`config.mk`:
```
export PLATFORM = sky130hd
export DESIGN_NAME = btb_predictor
export DESIGN_NICKNAME = d
export VERILOG_FILES = /design/src/rtl/btb_predictor.sv
export SDC_FILE = /design/constraint.sdc
export NUM_CORES = 1
export LEC_CHECK = 0
export BUFFER_PORTS_ARGS = -buffer_cell sky130_fd_sc_hd__buf_2
export CAP_MARGIN = 20
export CORE_MARGIN = 3
export CORE_UTILIZATION = 40
export CTS_CLUSTER_DIAMETER = 60
export DETAILED_ROUTE_END_ITERATION = 12
export RECOVER_POWER = 25
export REMOVE_ABC_BUFFERS = 1
export SYNTH_ARGS = -nofsm -noshare
export SYNTH_HDL_FRONTEND = slang
export SYNTH_SLANG_ARGS = --single-unit
```
`constraint.sdc`:
```
create_clock -name clk -period 5.61 [get_ports clk]
set_input_delay 1.122 -clock clk [delete_from_list [all_inputs] [get_ports clk]]
set_output_delay 1.122 -clock clk [all_outputs]
set_load 0.05 [all_outputs]
```
`src/rtl/btb_predictor.sv`:
```
module btb_predictor #(
  parameter int PC_W  = 16,
  parameter int IDX_W = 3
) (
  input  logic            clk,
  input  logic            rst_n,
  input  logic [PC_W-1:0] lk_pc,
  output logic            lk_hit,
  output logic            lk_taken,
  output logic [PC_W-1:0] lk_next,
  input  logic            rs_valid,
  input  logic [PC_W-1:0] rs_pc,
  input  logic            rs_taken,
  input  logic [PC_W-1:0] rs_target
);
  localparam int ENTRIES = 1 << IDX_W;
  localparam int TAG_W   = PC_W - IDX_W;
  localparam logic [1:0] CTR_INIT = 2'd2;

  logic             vld_q [ENTRIES];
  logic [TAG_W-1:0] tag_q [ENTRIES];
  logic [PC_W-1:0]  tgt_q [ENTRIES];
  logic [1:0]       ctr_q [ENTRIES];

  logic [IDX_W-1:0] lk_idx, rs_idx;
  logic [TAG_W-1:0] lk_tag, rs_tag;
  logic             rs_hit;
  logic [PC_W-1:0]  lk_seq;

  assign lk_idx = lk_pc[IDX_W-1:0];
  assign lk_tag = lk_pc[PC_W-1:IDX_W];
  assign rs_idx = rs_pc[IDX_W-1:0];
  assign rs_tag = rs_pc[PC_W-1:IDX_W];

  assign lk_seq   = lk_pc + {{(PC_W-1){1'b0}}, 1'b1};
  assign lk_hit   = vld_q[lk_idx] && (tag_q[lk_idx] == lk_tag);
  assign lk_taken = lk_hit && ctr_q[lk_idx][1];
  assign lk_next  = lk_taken ? tgt_q[lk_idx] : lk_seq;

  assign rs_hit = vld_q[rs_idx] && (tag_q[rs_idx] == rs_tag);

  always_ff @(posedge clk) begin
    if (!rst_n) begin
      for (int i = 0; i < ENTRIES; i++) begin
        vld_q[i] <= 1'b0;
        tag_q[i] <= '0;
        tgt_q[i] <= '0;
        ctr_q[i] <= '0;
      end
    end else if (rs_valid) begin
      if (!rs_hit) begin
        vld_q[rs_idx] <= 1'b1;
        tag_q[rs_idx] <= rs_tag;
        tgt_q[rs_idx] <= rs_target;
        ctr_q[rs_idx] <= CTR_INIT;
      end else if (rs_taken) begin
        tgt_q[rs_idx] <= rs_target;
        if (ctr_q[rs_idx] != 2'd3) ctr_q[rs_idx] <= ctr_q[rs_idx] + 2'd1;
      end else begin
        if (ctr_q[rs_idx] != 2'd0) ctr_q[rs_idx] <= ctr_q[rs_idx] - 2'd1;
      end
    end
  end

  AST_MISS_SEQ: assert property (@(posedge clk) disable iff (!rst_n)
    !lk_hit |-> (!lk_taken && lk_next == lk_seq));
  AST_ALLOC_INIT: assert property (@(posedge clk) disable iff (!rst_n)
    (rs_valid && !rs_hit) |=> (vld_q[$past(rs_idx)] && ctr_q[$past(rs_idx)] == CTR_INIT
                               && tgt_q[$past(rs_idx)] == $past(rs_target)));
  AST_SAT_HIGH: assert property (@(posedge clk) disable iff (!rst_n)
    (rs_valid && rs_hit && rs_taken && ctr_q[rs_idx] == 2'd3) |=> ctr_q[$past(rs_idx)] == 2'd3);
  AST_SAT_LOW: assert property (@(posedge clk) disable iff (!rst_n)
    (rs_valid && rs_hit && !rs_taken && ctr_q[rs_idx] == 2'd0) |=> ctr_q[$past(rs_idx)] == 2'd0);
  AST_TAKEN_TGT: assert property (@(posedge clk) disable iff (!rst_n)
    (lk_hit && lk_taken) |-> lk_next == tgt_q[lk_idx]);
  AST_IDLE_HOLD: assert property (@(posedge clk) disable iff (!rst_n)
    (!rs_valid && $past(rst_n)) |=> (ctr_q[$past(rs_idx)] == $past(ctr_q[rs_idx])
                     && vld_q[$past(rs_idx)] == $past(vld_q[rs_idx])));
endmodule

```
==> results of run 1 <==
==> worst max path at each step <==
stage	slack, ns	endpoint	depth (start not counted)	start
6_report	0.17	lk_next[3]	11	lk_pc[1]
3_3_place_gp	0.27	lk_next[3]	11	lk_pc[1]
5_1_grt	0.04	lk_next[3]	11	lk_pc[1]
4_1_cts	0.22	lk_next[3]	11	lk_pc[1]
3_5_place_dp	0.23	lk_next[3]	11	lk_pc[1]
2_1_floorplan	-0.48	lk_next[2]	8	lk_pc[0]
==> flip-flops by register name, indices dropped and copies added, names as in the netlist <==
signal,count
tgt_q,128
vld_q,8
ctr_q,16
tag_q,104
==> cell usage after synthesis (all sizes together), types with 4 or more instances <==
cell / number / area share [%]
nor2b: 10 / 0.48
clkbuf: 26 / 0.75
mux4: 70 / 12
or2: 4 / 0.19
dfxtp: 8 / 1.2
and2: 10 / 0.48
a22oi: 9 / 0.52
a21oi: 10 / 0.39
o21a: 8 / 0.46
xor2: 11 / 0.74
mux2: 13 / 1.1
o211ai: 4 / 0.23
nor2: 271 / 7.8
o21ai: 32 / 1.2
nand3: 14 / 0.54
buf: 40 / 1.6
nor3: 7 / 0.27
edfxtp: 248 / 57
mux2i: 61 / 4.7
nand2: 61 / 1.8
a21o: 8 / 0.46
and3: 4 / 0.19
inv: 8 / 0.23
nand4: 6 / 0.29
nand2b: 11 / 0.53
xnor2: 25 / 1.7
a221oi: 4 / 0.27
==> power by group through the flow <==
stage                     sequential (µW)  combinational (µW)  clock (µW)
after global routing                 2280                 609        1840
after global placement               2300                 572           0
after CTS                            2270                 576        1770
after floorplan                      2290                 333           0
final                                2270                 572        1740
after detailed placement             2310                 574           0
==> stage by stage <==
step	instance area, µm²	power [µW]	worst slack, ns
global placement	13900	2880	0.267
detailed placement	13900	2880	0.231
global route	14800	4740	0.0423
CTS	14800	4610	0.217
floorplan	12700	2620	-0.480
finish	14800	4590	0.169
==> metal layers <==
metal	GRT usage [%]	wire length (µm)	vias up
li1	-	-	3895
met1	32.2	16300	4413
met2	34.6	17800	358
met3	3.58	3030	62
met4	6.34	998	2
met5	0	7	-
==> final cells by class <==
cell class | count | area share [%]
Clock buffer | 37 | 4.97
Tap cell | 402 | 3.41
Timing Repair Buffer | 118 | 4.77
Inverter | 10 | 0.254
Clock inverter | 15 | 0.915
Multi-Input combinational cell | 682 | 34.2
Sequential cell | 256 | 51.5
==> cell families after synthesis <==
group / count (synthesis) / synth area share (%)
buf+inv: 76 / 2.66
compound gates: 91 / 4.83
mux: 144 / 18.0
fa+ha+maj: 3 / 0.289
simple gates: 408 / 13.1
flops: 256 / 58.7
xor+xnor: 36 / 2.43
==> reports/qor.csv, run 1 <==
metric,value,unit
outcome,finished clean,
post-route-period-util,97.0,%
routedWlPerCell,25.0,µm
setup_viol,0,
clk_pin_slew,0.06,ns
final_core_util,46.6,%
die_area,34600,µm²
yosysWarnings,0,
place.gp.congestion,0.858,
tns,0,ns
hold_slack,0.491,ns
p_sw_share,25.5,%
cts_root_buf,clkbuf_16,
multi_input_area,5050,µm²
critPathMostFrequentCell,buf_2,
grt_start_max_net_pins,37,
clkPwrFrac,38.0,%
cts-resized-gates,0,
ant_nets,0,
r2r_end,tgt_q[6][15],
port_buffers,69,
grt_pass1_vias,8876,
fmax,184,MHz
finalCriticalPeriod,5.44,ns
hold_viol_final,0,
critPathLaunchType,input pin,
cts_setup_buffers,0,
pwr-share-comb,12.5,%
power_density,311,nW/µm²
required,4.49,ns
drt_iter0_markers,898,
p_int,3420,µW
drive_gt1_share,21.6,%
leakage,0.00507,µW
route.vias.total,8730,
crit_family,compound AO/OA/AOI/OAI gates,
ir_drop,226,µV
maxCapViolations,0,
path_cells,"buf_2, nor2b_1, a22oi_1, a21o_1, a2111oi_2, nand4b_1, a2111oi_4, buf_12, mux2i_1, a211oi_2, buf_2",
r2r-start,tag_q[0][2],
area_growth,13.9,%
placed_cells,1468,
criticalPathCategory,input pin to primary output,
htreeDepth,1,
clk_latency,0.56,ns
power.net_switching,1170,µW
reg2reg_depth,9,
final_nets,1151,
dpl.hpwl,23900,µm
die_y,186,µm
seq_area_frac_synth,58.7,%
slowest_stage,a2111oi_4,
min_to,vld_q[4],
min_from,vld_q[4],
cts.sinks,256,
cts_tree,built,
worstMarginPinSlew,1.32,ns
synthArstFlopShare,0,%
drv_slew,0,
power_frac_seq,49.5,%
ys_ff_latch,256,
rsz0062_at_grt,no,
rrSetupSlack,1.93,ns
grt_pass1_wl,56300,µm
diodes,0,
final-seq-area,7610,µm²
max-clock-path-buffers,3,
slew_headroom,11.8,%
wl,38100,µm
hold_path_class,flip-flop to flip-flop,
final_common_cell,nor2_1,
start_util,40.9,%
grt_util_all_layers,22.1,%
cp.buffers_inverters,3,
post-route-drc-count,0,
cp.arrival,4.32,ns
globalRouteOverflowTotal,0,
crit_path_max_incr_delay,0.46,ns
cts_made_buffers,28,
firstDrtPassIters,7,
synth_flop_cell,edfxtp_1,
antenna_found_initial,1,
final_cells,1520,
fin_skew,0.0147,ns
nFillCells,2917,
rows,65,
die_x,186,µm
vias_per_cell,5.74,
syn_area_per_cell,12.8,µm²
min_path_cells,1,
yosysUniqueCellTypes,51,
most-common-layout-cells,"nor2_1 (271), edfxtp_1 (248), mux4_2 (70), buf_2 (68)",
ioPinCount,70,
cp_max_fo,32,
syn_area,13000,µm²
synthCells,1014,
crit_path_end_kind,primary output,
synth-edff-count,248,
ctsHoldBuffers,0,
core,31700,µm²
Power figures use the tool's default switching activity.
==> run 2: changes to the inputs <==
--- a/config.mk
+++ b/config.mk
@@ -8,11 +8,12 @@
 export BUFFER_PORTS_ARGS = -buffer_cell sky130_fd_sc_hd__buf_2
 export CAP_MARGIN = 20
 export CORE_MARGIN = 3
-export CORE_UTILIZATION = 40
+export CORE_UTILIZATION = 34
 export CTS_CLUSTER_DIAMETER = 60
 export DETAILED_ROUTE_END_ITERATION = 12
 export RECOVER_POWER = 25
 export REMOVE_ABC_BUFFERS = 1
+export SLEW_MARGIN = 10
 export SYNTH_ARGS = -nofsm -noshare
 export SYNTH_HDL_FRONTEND = slang
 export SYNTH_SLANG_ARGS = --single-unit
==> run 2 against run 1 <==
Effect of this change:
- the run now ends with max-capacitance violations, max-slew violations left
- highest routed layer unchanged
- via count is 1.1% higher
- largest power group unchanged
- fmax increased by 0.52%
- hold slack gained 0.0041 ns
- first-iteration DRC count shrank 1.9%
- total power decreased by 3.3%
- clock-buffer cell count is 6 lower
- clock skew fell by 0.0029 ns
- sequential share of layout area shrank 0.45 points
- register-to-register slack better by 0.06 ns
- critical path type unchanged
==> reports/qor.csv, run 2 (synthesis results as in run 1) <==
metric,value,unit,change
port_buffers,69,,unchanged
routedWlPerCell,23.4,µm,was 25.0 µm
ioPinCount,70,,unchanged
violations,"max-capacitance violations, max-slew violations",,
finalCriticalPeriod,5.41,ns,was 5.44 ns
tns,0,ns,unchanged
cts_made_buffers,25,,was 28
worstMarginPinSlew,1.54,ns,was 1.32 ns
cp_max_fo,32,,unchanged
setup_viol,0,,unchanged
rsz0062_at_grt,no,,unchanged
largestRegisters,"tgt_q (128), tag_q (104), ctr_q (16)",,unchanged
clk_pin_slew,0.06,ns,about the same
slowest_stage,a2111oi_4,,unchanged
dpl.hpwl,24900,µm,was 23900 µm
most-common-layout-cells,"nor2_1 (271), edfxtp_1 (248), mux4_2 (70), buf_2 (67)",,"was nor2_1 (271), edfxtp_1 (248), mux4_2 (70), buf_2 (68)"
post-route-period-util,96.5,%,was 97.0%
required,4.49,ns,about the same
path_cells,"buf_2, buf_4, mux4_2, mux2i_1, xnor2_1, a2111oi_2, nand4b_1, a2111oi_4, buf_12, mux2i_1, a211oi_2, buf_2",,"was buf_2, nor2b_1, a22oi_1, a21o_1, a2111oi_2, nand4b_1, a2111oi_4, buf_12, mux2i_1, a211oi_2, buf_2"
cp.arrival,4.29,ns,was 4.32 ns
crit_path_max_incr_delay,0.42,ns,was 0.46 ns
max-clock-path-buffers,3,,unchanged
cts-resized-gates,0,,unchanged
post-route-drc-count,0,,unchanged
clk_latency,0.54,ns,was 0.56 ns
route.vias.total,8827,,was 8730
ir_drop,199,µV,was 226 µV
start_util,34.9,%,was 40.9%
ctsHoldBuffers,0,,unchanged
antenna_found_initial,1,,unchanged
drive_gt1_share,22.7,%,was 21.6%
power,4440,µW,was 4590 µW
final_nets,1152,,was 1151
final_core_util,40.1,%,was 46.6%
die_y,201,µm,was 186 µm
area_growth,14.9,%,was 13.9%
fin_skew,0.0117,ns,was 0.0147 ns
grt_start_max_net_pins,37,,unchanged
die_area,40500,µm²,was 34600 µm²
cts.sinks,256,,unchanged
clkPwrFrac,35.8,%,was 38.0%
p_int,3320,µW,was 3420 µW
wl_met1,16300,µm,about the same
hold_viol_final,0,,unchanged
vias_per_cell,5.45,,was 5.74
wl_met2,17500,µm,was 17800 µm
p_sw_share,25.2,%,was 25.5%
cts_tree,built,,unchanged
crit_path_end_kind,primary output,,unchanged
cts_setup_buffers,0,,unchanged
critPathLaunchType,input pin,,unchanged
met3_length,3200,µm,was 3030 µm
largest_reg_flops,128,,unchanged
maxCapViolations,1,,was 0
hold_slack,0.495,ns,was 0.491 ns
criticalPathCategory,input pin to primary output,,unchanged
ant_nets,0,,unchanged
globalRouteOverflowTotal,0,,unchanged
hold_path_class,flip-flop to flip-flop,,unchanged
leakage,0.00509,µW,was 0.00507 µW
grt_util_all_layers,18.5,%,was 22.1%
pwr-share-comb,13.0,%,was 12.5%
die_x,201,µm,was 186 µm
outcome,"complete, but fails checks",,was finished clean
cts_root_buf,clkbuf_16,,unchanged
power.net_switching,1120,µW,was 1170 µW
grt_pass1_vias,9012,,was 8876
final_common_cell,nor2_1,,unchanged
top_register,tgt_q,,unchanged
top_layer,met5,,unchanged
core,37100,µm²,was 31700 µm²
rows,70,,was 65
diodes,0,,unchanged
power_frac_seq,51.2,%,was 49.5%
drv_slew,15,,was 0
power_density,298,nW/µm²,was 311 nW/µm²
htreeDepth,1,,unchanged
place.gp.congestion,0.827,,was 0.858
slew_headroom,-3.00,%,was 11.8%
firstDrtPassIters,5,,was 7
wl,37900,µm,was 38100 µm
drt_iter0_markers,881,,was 898
grt_pass1_wl,56800,µm,was 56300 µm
fmax,185,MHz,was 184 MHz
==> run 2: changes by cell type in the layout (fill, tap and decap cells not counted), moves of 2 or more <==
cell / before / now
buf_12: 3 / 5
buf_8: 0 / 6
clkbuf_1: 22 / 8
clkbuf_16: 28 / 25
clkbuf_2: 0 / 8
clkinv_1: 9 / 7
inv_6: 0 / 2
==> run 2: per-layer routing <==
layer	GRT usage, %	up-vias
met3	2.85	54
li1	-	3900
met1	26.8	4477
met2	29.2	394
met5	0	-
met4	5.16	2
==> run 2: cell type report <==
cell class,count,area (µm²)
multi-input cells,682,5040
flip-flops and latches,256,7610
clock inverters,14,103
inverters,10,37.5
fillers,3520,22200
repair buffers,122,828
well taps,504,631
clock buffers,31,648
==> run 2: through the flow <==
stage,instance area [µm²],std cells,setup slack [ns]
final,14900,1619,0.197
after floorplan,12700,948,-0.480
after global placement,14100,1568,0.290
after CTS,14900,1619,0.216
after detailed placement,14200,1574,0.220
after global routing,14900,1619,0.0497
==> run 2: path summary, 6_finish.rpt <==
path                  endpoint  cells after the start    startpoint  slack (ns)
setup / recovery    lk_next[3]                     12      lk_pc[1]        0.20
hold / removal        vld_q[3]                      1      vld_q[3]        0.50
hold reg to reg       vld_q[3]                      1      vld_q[3]        0.50
setup reg to reg  tgt_q[4][10]                      9  tag_q[0][10]        1.99
==> run 2: power by group through the flow <==
| stage | clock network, µW | registers (µW) | logic, µW |
|---|---|---|---|
| after floorplan | 0 | 2290 | 333 |
| after global placement | 0 | 2300 | 570 |
| after detailed placement | 0 | 2310 | 581 |
| after CTS | 1610 | 2270 | 583 |
| after global routing | 1680 | 2280 | 619 |
| final | 1590 | 2270 | 578 |
==> run 2: worst max-delay path, delay by kind of cell <==
family / cells / cell delay (ns)
XOR/XNOR: 1 / 0.13
AND/OR/NAND/NOR: 1 / 0.24
buffers and inverters: 4 / 1.06
AO/OA/AOI/OAI: 3 / 1.08
multiplexers: 3 / 0.62
